==> src/rtl/hit_tagger_pkg.sv <==
package hit_tagger_pkg;

    localparam int TS_W  = 8;
    localparam int TOT_W = 12;
    localparam int IDX_W = 6;

    typedef enum logic [1:0] {
        CH_IDLE    = 2'd0,
        CH_ACTIVE  = 2'd1,
        CH_PENDING = 2'd2
    } ch_state_e;

    typedef struct packed {
        logic               is_col;
        logic [IDX_W-1:0]   idx;
        logic [TS_W-1:0]    ts;
        logic [TOT_W-1:0]   tot;
    } hit_rec_t;

    localparam int REC_W = $bits(hit_rec_t);

endpackage

==> src/rtl/sync2.sv <==
module sync2 #(
    parameter int W = 1
) (
    input  logic         clk,
    input  logic         rst,
    input  logic [W-1:0] d,
    output logic [W-1:0] q
);
    logic [W-1:0] stage1;

    always_ff @(posedge clk) begin
        if (rst) begin
            stage1 <= '0;
            q      <= '0;
        end else begin
            stage1 <= d;
            q      <= stage1;
        end
    end
endmodule

==> src/rtl/ts_counter.sv <==
module ts_counter #(
    parameter int TW = 8
) (
    input  logic          clk,
    input  logic          rst,
    input  logic          ts_clk,
    output logic [TW-1:0] ts_val
);
    logic ref_s;
    logic ref_prev;
    logic ref_rise;

    sync2 #(.W(1)) u_sync (.clk(clk), .rst(rst), .d(ts_clk), .q(ref_s));

    assign ref_rise = ref_s & ~ref_prev;

    always_ff @(posedge clk) begin
        if (rst) begin
            ref_prev <= 1'b0;
            ts_val   <= '0;
        end else begin
            ref_prev <= ref_s;
            if (ref_rise)
                ts_val <= ts_val + 1'b1;
        end
    end

    // the count only ever moves forward by one, wrapping naturally
    a_r5_ts_single_step: assert property (@(posedge clk) disable iff (rst)
        !$stable(ts_val) |-> ts_val == $past(ts_val) + 1'b1);
endmodule

==> src/rtl/hit_channel.sv <==
module hit_channel
    import hit_tagger_pkg::*;
#(
    parameter int TW  = TS_W,
    parameter int CW  = TOT_W
) (
    input  logic          clk,
    input  logic          rst,
    input  logic          hit_raw,
    input  logic [TW-1:0] ts_now,
    input  logic          grant,
    output logic          req,
    output logic [TW-1:0] ts_out,
    output logic [CW-1:0] tot_out
);
    localparam logic [CW-1:0] TOT_MAX = '1;

    ch_state_e state_q, state_d;
    logic      hit_s;
    logic      hit_prev;
    logic      rise;

    sync2 #(.W(1)) u_sync (.clk(clk), .rst(rst), .d(hit_raw), .q(hit_s));

    assign rise = hit_s & ~hit_prev;

    // state register
    always_ff @(posedge clk) begin
        if (rst) begin
            state_q  <= CH_IDLE;
            hit_prev <= 1'b0;
        end else begin
            state_q  <= state_d;
            hit_prev <= hit_s;
        end
    end

    // transitions
    always_comb begin
        state_d = state_q;
        unique case (state_q)
            CH_IDLE:    if (rise)   state_d = CH_ACTIVE;
            CH_ACTIVE:  if (!hit_s) state_d = CH_PENDING;
            CH_PENDING: if (grant)  state_d = CH_IDLE;
            default:                state_d = CH_IDLE;
        endcase
    end

    // measurement registers
    always_ff @(posedge clk) begin
        if (rst) begin
            ts_out  <= '0;
            tot_out <= '0;
        end else if (state_q == CH_IDLE && rise) begin
            ts_out  <= ts_now;
            tot_out <= CW'(1);
        end else if (state_q == CH_ACTIVE && hit_s && tot_out != TOT_MAX) begin
            tot_out <= tot_out + 1'b1;
        end
    end

    // outputs
    always_comb begin
        req = (state_q == CH_PENDING);
    end

    a_r2_tot_counts_up: assert property (@(posedge clk) disable iff (rst)
        (state_q == CH_ACTIVE && hit_s && tot_out != TOT_MAX)
        |=> tot_out == $past(tot_out) + 1'b1);

    a_r3_tot_saturates: assert property (@(posedge clk) disable iff (rst)
        (state_q == CH_ACTIVE && tot_out == TOT_MAX) |=> tot_out == TOT_MAX);
endmodule

==> src/rtl/prio_arb.sv <==
module prio_arb #(
    parameter int N = 8
) (
    input  logic [N-1:0] req,
    output logic [N-1:0] grant,
    output logic         any
);
    always_comb begin
        grant = '0;
        for (int i = 0; i < N; i++) begin
            if (req[i] && grant == '0)
                grant[i] = 1'b1;
        end
    end

    assign any = |req;

    // at most one channel wins, and a request is always served
    always_comb begin
        a_r7_single_winner: assert ($onehot0(grant));
        a_r7_no_starve_cycle: assert (!any || grant != '0);
    end
endmodule

==> src/rtl/rec_fifo.sv <==
module rec_fifo #(
    parameter int W     = 27,
    parameter int DEPTH = 16
) (
    input  logic         clk,
    input  logic         rst,
    input  logic         push,
    input  logic [W-1:0] din,
    input  logic         pop,
    output logic         valid,
    output logic [W-1:0] dout,
    output logic         ovf
);
    localparam int AW = (DEPTH > 1) ? $clog2(DEPTH) : 1;
    localparam int CNTW = $clog2(DEPTH + 1);
    localparam logic [CNTW-1:0] FULL_CNT = CNTW'(DEPTH);
    localparam logic [AW-1:0] LAST = AW'(DEPTH - 1);

    logic [W-1:0]    mem [DEPTH];
    logic [AW-1:0]   wr_ptr, rd_ptr;
    logic [CNTW-1:0] count;
    logic            push_ok, pop_ok, full;

    assign full    = (count == FULL_CNT);
    assign push_ok = push && !full;
    assign pop_ok  = pop && (count != '0);

    always_ff @(posedge clk) begin
        if (push_ok)
            mem[wr_ptr] <= din;
    end

    always_ff @(posedge clk) begin
        if (rst) begin
            wr_ptr <= '0;
            rd_ptr <= '0;
            count  <= '0;
            ovf    <= 1'b0;
        end else begin
            if (push_ok)
                wr_ptr <= (wr_ptr == LAST) ? '0 : wr_ptr + 1'b1;
            if (pop_ok)
                rd_ptr <= (rd_ptr == LAST) ? '0 : rd_ptr + 1'b1;
            if (push_ok && !pop_ok)
                count <= count + 1'b1;
            else if (pop_ok && !push_ok)
                count <= count - 1'b1;
            if (push && full)
                ovf <= 1'b1;
        end
    end

    assign valid = (count != '0);
    assign dout  = mem[rd_ptr];

    a_r9_ovf_sticky: assert property (@(posedge clk) disable iff (rst)
        ovf |=> ovf);

    a_r9_full_push_flags: assert property (@(posedge clk) disable iff (rst)
        (push && full) |=> ovf);

    a_r10_pop_shrinks: assert property (@(posedge clk) disable iff (rst)
        (pop_ok && !push_ok) |=> count == $past(count) - 1'b1);

    a_r9_never_beyond_depth: assert property (@(posedge clk) disable iff (rst)
        full |=> count <= FULL_CNT);
endmodule

==> src/rtl/hit_tagger.sv <==
module hit_tagger
    import hit_tagger_pkg::*;
#(
    parameter int N_ROWS     = 35,
    parameter int N_COLS     = 35,
    parameter int FIFO_DEPTH = 16
) (
    input  logic              clk,
    input  logic              rst,
    input  logic              ts_clk,
    input  logic [N_ROWS-1:0] row_hit,
    input  logic [N_COLS-1:0] col_hit,
    input  logic              rec_pop,
    output logic              rec_valid,
    output logic [REC_W-1:0]  rec_data,
    output logic              drdy_pull,
    output logic              overflow
);
    localparam int N_CH = N_ROWS + N_COLS;

    logic [TS_W-1:0]  ts_now;
    logic [N_CH-1:0]  hit_all;
    logic [N_CH-1:0]  req;
    logic [N_CH-1:0]  grant;
    logic             any_req;
    hit_rec_t         ch_rec [N_CH];
    hit_rec_t         win_rec;

    assign hit_all = {col_hit, row_hit};

    ts_counter #(.TW(TS_W)) u_ts (
        .clk(clk), .rst(rst), .ts_clk(ts_clk), .ts_val(ts_now)
    );

    for (genvar i = 0; i < N_CH; i++) begin : g_ch
        localparam bit IS_COL = (i >= N_ROWS);
        localparam int CH_IDX = IS_COL ? i - N_ROWS : i;

        logic [TS_W-1:0]  ts_i;
        logic [TOT_W-1:0] tot_i;

        hit_channel #(.TW(TS_W), .CW(TOT_W)) u_ch (
            .clk(clk), .rst(rst), .hit_raw(hit_all[i]), .ts_now(ts_now),
            .grant(grant[i]), .req(req[i]), .ts_out(ts_i), .tot_out(tot_i)
        );

        assign ch_rec[i] = '{is_col: IS_COL, idx: IDX_W'(CH_IDX),
                             ts: ts_i, tot: tot_i};
    end

    prio_arb #(.N(N_CH)) u_arb (.req(req), .grant(grant), .any(any_req));

    always_comb begin
        win_rec = '0;
        for (int i = 0; i < N_CH; i++) begin
            if (grant[i])
                win_rec = win_rec | ch_rec[i];
        end
    end

    rec_fifo #(.W(REC_W), .DEPTH(FIFO_DEPTH)) u_fifo (
        .clk(clk), .rst(rst), .push(any_req), .din(win_rec),
        .pop(rec_pop), .valid(rec_valid), .dout(rec_data), .ovf(overflow)
    );

    assign drdy_pull = rec_valid;

    a_r8_pull_released_after_reset: assert property (@(posedge clk)
        $past(rst) |-> !drdy_pull);
endmodule

==> config.mk <==
export PLATFORM = sky130hd
export DESIGN_NAME = hit_tagger
export DESIGN_NICKNAME = d
export VERILOG_FILES = /design/src/rtl/hit_tagger_pkg.sv /design/src/rtl/sync2.sv /design/src/rtl/ts_counter.sv /design/src/rtl/hit_channel.sv /design/src/rtl/prio_arb.sv /design/src/rtl/rec_fifo.sv /design/src/rtl/hit_tagger.sv
export SDC_FILE = /design/constraint.sdc
export NUM_CORES = 2
export LEC_CHECK = 0
export ABC_AREA = 1
export BUFFER_PORTS_ARGS = -buffer_cell sky130_fd_sc_hd__clkbuf_2
export CAP_MARGIN = 20
export CORE_MARGIN = 4
export CORE_UTILIZATION = 63
export DETAILED_ROUTE_END_ITERATION = 10
export HOLD_SLACK_MARGIN = 0.05
export PLACE_DENSITY = 0.79
export SYNTH_ARGS = -nofsm -noshare
export SYNTH_HDL_FRONTEND = slang
export SYNTH_SLANG_ARGS = --single-unit
==> constraint.sdc <==
create_clock -name clk -period 5.2 [get_ports clk]
set_input_delay 0.26 -clock clk [delete_from_list [all_inputs] [get_ports clk]]
set_output_delay 0.26 -clock clk [all_outputs]
set_load 0.005 [all_outputs]
Yosys cells after proc, flatten, opt, wreduce, memory -nomap -nowiden
Memories as Yosys holds them, arrays and structs flattened. A register that Yosys moved wholly into a read port is not among the register bits.
Index checks and enable logic that the tools add are counted.

storage, ports and cells
  output and inout port bits = 30
  bits of input ports = 74
  logic and storage cells = 2415
  flip-flop bits (word level) = 1775
  memories kept = 1
  bits in writable memories = 432

memory list
  name        words  bits a word  rd ports  clocked after Yosys merged registers in  write ports  RTL line        text
  u_fifo.mem  16     27           1         1                                        1            rec_fifo.sv:19  logic [W-1:0] mem [DEPTH];

operators by class
  $add $sub $neg = 75
  bitwise gates (word level) = 212
  equality and inequality tests = 423
  muxes and demuxes = 568
  reduce and logical (&&, ||, !) cells = 638

operators with widths
  cell                                                   count
  2-to-1 mux 27 bit                                      68
  bitwise OR 27 bit                                      35
  adder 12 x 1 -> 12 bit, second input constant          70
  inequality test 12 bit, second input constant          70
  bitwise OR 27 x 25 -> 27 bit                           16
  2-to-1 mux 2 bit                                       210
  one-hot mux 2 bit (3 select lines)                     70
  logical AND 1 bit                                      284
  inequality test 2 x 1 -> 1 bit, second input constant  140
  bitwise OR 27 x 24 -> 27 bit                           8
  2-to-1 mux 1 bit                                       212
  AND reduction 3 bit                                    70
  logical NOT 2 bit                                      71
  nonzero test 2 bit                                     71
  == test 2 x 1 -> 1 bit, second input constant          70
  == test 2 bit, second input constant                   70
  inequality test 2 bit, second input constant           70
  OR reduction 2 bit                                     70
  bitwise OR 27 x 23 -> 27 bit                           4
  bitwise OR 27 x 26 -> 27 bit                           3
  NOT 1 bit                                              72
  AND 1 bit                                              71
  OR reduction 70 bit                                    1
  logical NOT 69 bit                                     1
  81 further kinds                                       89

Logic depth before layout (Yosys ltp)
  word-level depth = 211
  depth in mapped cells = 43
  gate-level depth less buffers = 42

Modules after synthesis
Synthesis repeated with hierarchy kept, for this count alone.

second synthesis, totals
  cell total of the unflattened synthesis = 16340
  area, all modules = 112578.0 µm²

modules (own cells, without submodules)
  module       cells each  instances  sequential area each (µm²)  area each (µm²)
  hit_channel  158         70         460.4                       1099.8
  rec_fifo     1752        1          13332.8                     18790.5
  hit_tagger   2806        1          0.0                         11259.5
  sync2        6           71         40.0                        55.1
  prio_arb     241         1          0.0                         1238.7
  ts_counter   55          1          180.2                       394.1

Worst setup path after synthesis
Ideal clock, no wire load.

  path type = register -> register
  start point = reg g_ch[1].u_ch.state_q[0]
  end point = mem u_fifo.mem[0][26] (data pin)
  setup time = 0.379 ns
  buffers on the path = 1
  required time = 4.821 ns
  clock period less this slack = 4.813 ns
  cell stages (with the launch flop) = 41
  arrival = 4.435 ns
  setup slack = 0.387 ns
  cells stage by stage = dfxtp_1 inv_2 nand2_2 nand2_4 nor2_8 nand2_4 nor3_4 nand4_4 nor2_8 nand2_4 nand3_4 nor2_2 inv_2 nor2_4 clkinv_4 nand4_2 nor2_4 nand2_4 [5 not listed] nor2_4 nand2_4 nor2_4 inv_4 nor2_8 o41ai_2 nand2_4 inv_6 o41ai_4 nand4_4 inv_2 nand3_4 inv_4 buf_6 nor3_4 nand3_2 nor2_1 nand4_1

on the way
  longest elaborated chain between the ends = 208
  elaborated cells between the ends (all ways) = 340
  those cells by class = eq/ne: 1; mux: 136; bitwise: 66; reduce/logical: 137

ends and longest elaborated chain
  what                    RTL line           text
  from (decl)             hit_channel.sv:18  ch_state_e state_q, state_d;
  from (signal assigned)  hit_channel.sv:33  state_q <= state_d;
  == test 2 bit *         hit_channel.sv:64  req = (state_q == CH_PENDING);
  logical AND 1 bit *     prio_arb.sv:11     if (req[i] && grant == '0)
  2-to-1 mux 1 bit *      prio_arb.sv:11
  logical NOT 2 bit       prio_arb.sv:11
  logical AND 1 bit       prio_arb.sv:11
  2-to-1 mux 1 bit        prio_arb.sv:11
  logical NOT 3 bit       prio_arb.sv:11
  logical AND 1 bit       prio_arb.sv:11
  [193 not listed]        n/a
  logical NOT 68 bit      prio_arb.sv:11
  logical AND 1 bit       prio_arb.sv:11
  2-to-1 mux 1 bit        prio_arb.sv:11
  logical NOT 69 bit      prio_arb.sv:11
  logical AND 1 bit       prio_arb.sv:11
  2-to-1 mux 1 bit        prio_arb.sv:11
  2-to-1 mux 27 bit *     hit_tagger.sv:56   if (grant[i])
  net u_fifo.din[26]      rec_fifo.sv:8      input logic [W-1:0] din,
  to (decl)               rec_fifo.sv:19

Mark *: on every way through the listed nets, which the timed path passes. The rest lies on a longest branch.

Worst setup path after layout
  start point = reg g_ch[4].u_ch.state_q[0]
  end point = mem u_fifo.mem[14][10] (data pin)

on the way
  longest elaborated chain between the ends = 199
  elaborated cells between the ends (all ways) = 329
  those cells by class = eq/ne: 1; mux: 132; bitwise: 65; reduce/logical: 131

ends and longest elaborated chain
  what                    RTL line
  from (decl)             hit_channel.sv:18
  from (signal assigned)  hit_channel.sv:33
  == test 2 bit *         hit_channel.sv:64
  logical AND 1 bit *     prio_arb.sv:11
  2-to-1 mux 1 bit *      prio_arb.sv:11
  logical NOT 5 bit       prio_arb.sv:11
  logical AND 1 bit       prio_arb.sv:11
  2-to-1 mux 1 bit        prio_arb.sv:11
  logical NOT 6 bit       prio_arb.sv:11
  logical AND 1 bit       prio_arb.sv:11
  [184 not listed]        n/a
  logical NOT 68 bit      prio_arb.sv:11
  logical AND 1 bit       prio_arb.sv:11
  2-to-1 mux 1 bit        prio_arb.sv:11
  logical NOT 69 bit      prio_arb.sv:11
  logical AND 1 bit       prio_arb.sv:11
  2-to-1 mux 1 bit        prio_arb.sv:11
  2-to-1 mux 27 bit *     hit_tagger.sv:56
  net u_fifo.din[10]      rec_fifo.sv:8

Marks and branches as above.

==> impl_results.md <==
* Post-synth top cells: dfxtp_1 (1779), inv_1 (1739), nand2_1 (1694)
* Worst Path Arrival at 6660 ps
* Core Util, Final at 0.755
* Fin. Hold Viols at 0
* Slowest-stage cell, CP: nor3_4
* Slew @ Worst Pin at 1430 ps
* Startpoint types: flop
* Slew Viols, Final at 0
* DRT antenna net count at 0
* Tmin final at 6030 ps
* Row count at 143
* Yosys reg bits at 2211
* Syn Nets at 12500
* Max Freq at 0.166 GHz
* Status: complete, but fails checks
* Placer congestion estimate at 0.992
* Fill count at 10900
* Slew headroom at 0.0463
* Required time of the critical path at 5830 ps
* Failing checks: negative setup slack
* Nature of the critical path endpoint: flop
* TritonCTS clock tree: done
* CTS Buf Count at 219
* CP Class: reg2reg
* Setup violations, final at 417
* Routed WL at 294000 um
* Core Region at 152000 um2
* First-pass GRT wire length at 458000 um
* 1st-iter DRT viols at 10200
* Initial Utilization at 0.635
* Post-route cell area at 115000 um2
* Avg Cell Area, Syn at 7.79 um2
* Nets at 13300
* Total power at 0.0411 W
* Routed vias at 90700
* Remaining Overflow, GRT at 0
* Asr flop ratio synth at 0
* Post-Place Cell Area at 104000 um2
* R2R depth at 41
* Leading area contributor after synthesis: dfxtp_1
* CTS H-tree lvls at 4
* Port-buffer cells at 103
* Crit Path Max Fanout at 8
* Mapped Cells at 12400
* Area Overhead vs Synth at 18.9%
* Register area at 48600 um2
* Seq/Total Area, Yosys at 0.503
* DP Wirelength at 203000 um
* First-pass DRT Iterations at 8
* Vias/cell at 5.90
* Final Cycle Share at 1.16
* Synth cell types at 66
* Avg WL per Cell at 19.1 um
* Hold depth at 4
* VDD IR-drop max at 0.000408 V
* Largest net degree at the start of global routing at 209
* I/O pins at 104
* Die width at 400 um
* GR Util All Layers at 0.357
* Post-synth top area share at 0.369
* Synth Warn # at 0
* Maximum Capacitance Violations at 0
* Skew-Pair Late Insertion Delay at 890 ps
* Leading post-synthesis cells by cell area: dfxtp_1 (37%), edfxtp_1 (13%), a21oi_1 (7.4%)
* Multi-input logic area at 41200 um2
* Root buf cell: clkbuf_16
* Clk_skew at 47.4 ps
* # DRC at 0
* Post-route setup TNS at -276720 ps
* Commonest register cell after synthesis: dfxtp_1
* Vias in the first global route at 86400
* Crit path top cell by count: nand4_1
* Clk buf depth at 3
* CTS clk-pin slew, worst paths at 70 ps
* Clock sink count at 2211
* Initial antenna violation count at 2
* Worst slack, placed at -998 ps
* Post-synthesis cell area at 96600 um2
* Leak at 43.4 nW
* PwrDens at 357 nW/um2
* Full die area at 160000 um2
* Worst path max stage delay at 460 ps
* Top-count cell post-synth: dfxtp_1
* Final WS setup at -825 ps
* RSZ-0062 raised after global routing: true
* Die Span Y at 400 um
* Layout cell share with drive strength beyond 1 at 0.127
* Hold Crit Class: in2reg
* Count of flip-flops with a built-in enable after synthesis at 432
[critical path: cells and delay by family, from the launching register on]
family | cells | cell delay (ps)
buf+inv | 7 | 690
flops | 1 | 340
simple gates | 34 | 4730
[flip-flops by register name, summed over array words and instances (netlist names), 4 cells and up, named ones only]
signal,cells
g_ch.u_ch.hit_prev,70
g_ch.u_ch.state_q,140
g_ch.u_ch.tot_out,840
g_ch.u_ch.ts_out,560
g_ch.u_ch.u_sync.q,70
g_ch.u_ch.u_sync.stage1,70
u_fifo.count,5
u_fifo.mem,432
u_fifo.rd_ptr,4
u_fifo.wr_ptr,4
u_ts.ts_val,8
[area by class of cell]
type | instances | area share
diodes | 1 | 0.0000218
clock buffers | 306 | 0.0546
clock inverters | 110 | 0.0149
inverters | 1778 | 0.0586
multi-input cells | 7995 | 0.359
flip-flops and latches | 2211 | 0.423
well taps | 2030 | 0.0221
repair buffers | 950 | 0.0676
[power breakdown]
group	internal (W)	total, W	switching, W
Clock	0.0101	0.0172	0.00713
Sequential	0.0184	0.0188	0.000427
Combinational	0.00177	0.00505	0.00328
Total	0.0302	0.0411	0.0108
[timing repair]
| action | CTS | global route |
|---|---|---|
| setup endpoints to repair | 416 | 418 |
| hold endpoints to repair | 129 | 0 |
| hold buffers | 84 | 0 |
| pin swaps | 78 | 77 |
| resized for setup | 270 | 106 |
| cloned | 8 | 1 |
| setup buffers | 54 | 32 |
[metal layers]
layer / share of wire / global-route usage / vias up
met2: 0.47 / 0.597 / 4153
met3: 0.077 / 0.0504 / 918
met1: 0.39 / 0.447 / 42500
li1: - / - / 43100
met4: 0.060 / 0.195 / 0
met5: 0 / 0 / -
[path summary, 6_finish.rpt]
path                                                  start                         end  slack (ps)
worst max-delay path                g_ch[4].u_ch.state_q[0]          u_fifo.mem[14][10]        -830
worst min-delay path                             row_hit[5]  g_ch[5].u_ch.u_sync.stage1         130
worst max register to register      g_ch[4].u_ch.state_q[0]          u_fifo.mem[14][10]        -830
worst min register to register  g_ch[13].u_ch.u_sync.stage1      g_ch[13].u_ch.u_sync.q         400
[placed cells by master, fill, tap and decap left out, types with 221 or more instances in the layout]
cell type  instances
dfxtp_1         1771
inv_1           1724
nand2_1         1668
nor2_1          1427
a21oi_1         1410
o21ai_0         1137
buf_4            667
edfxtp_1         432
nand4_1          397
nand3_1          370
nor3_1           312
clkbuf_16        221
[logic make-up (layout without fill, tap and decap cells)]
logic type,count (synthesis),in the layout,synth area share
simple gates,4717,4717,0.215
other cells,0,1,0
fa+ha+maj,81,81,0.0106
xor+xnor,78,78,0.00707
buf+inv,2188,3144,0.0856
mux,108,108,0.0112
compound gates,3011,3011,0.168
flops,2211,2211,0.503
[through the flow]
step	std cells	hold slack, ps
after floorplan	12400	367
after global placement	14800	389
after detailed placement	14800	395
after CTS	15300	85.9
after global routing	15400	131
final	15400	131
Note: power is estimated with default switching activity, not from simulation.
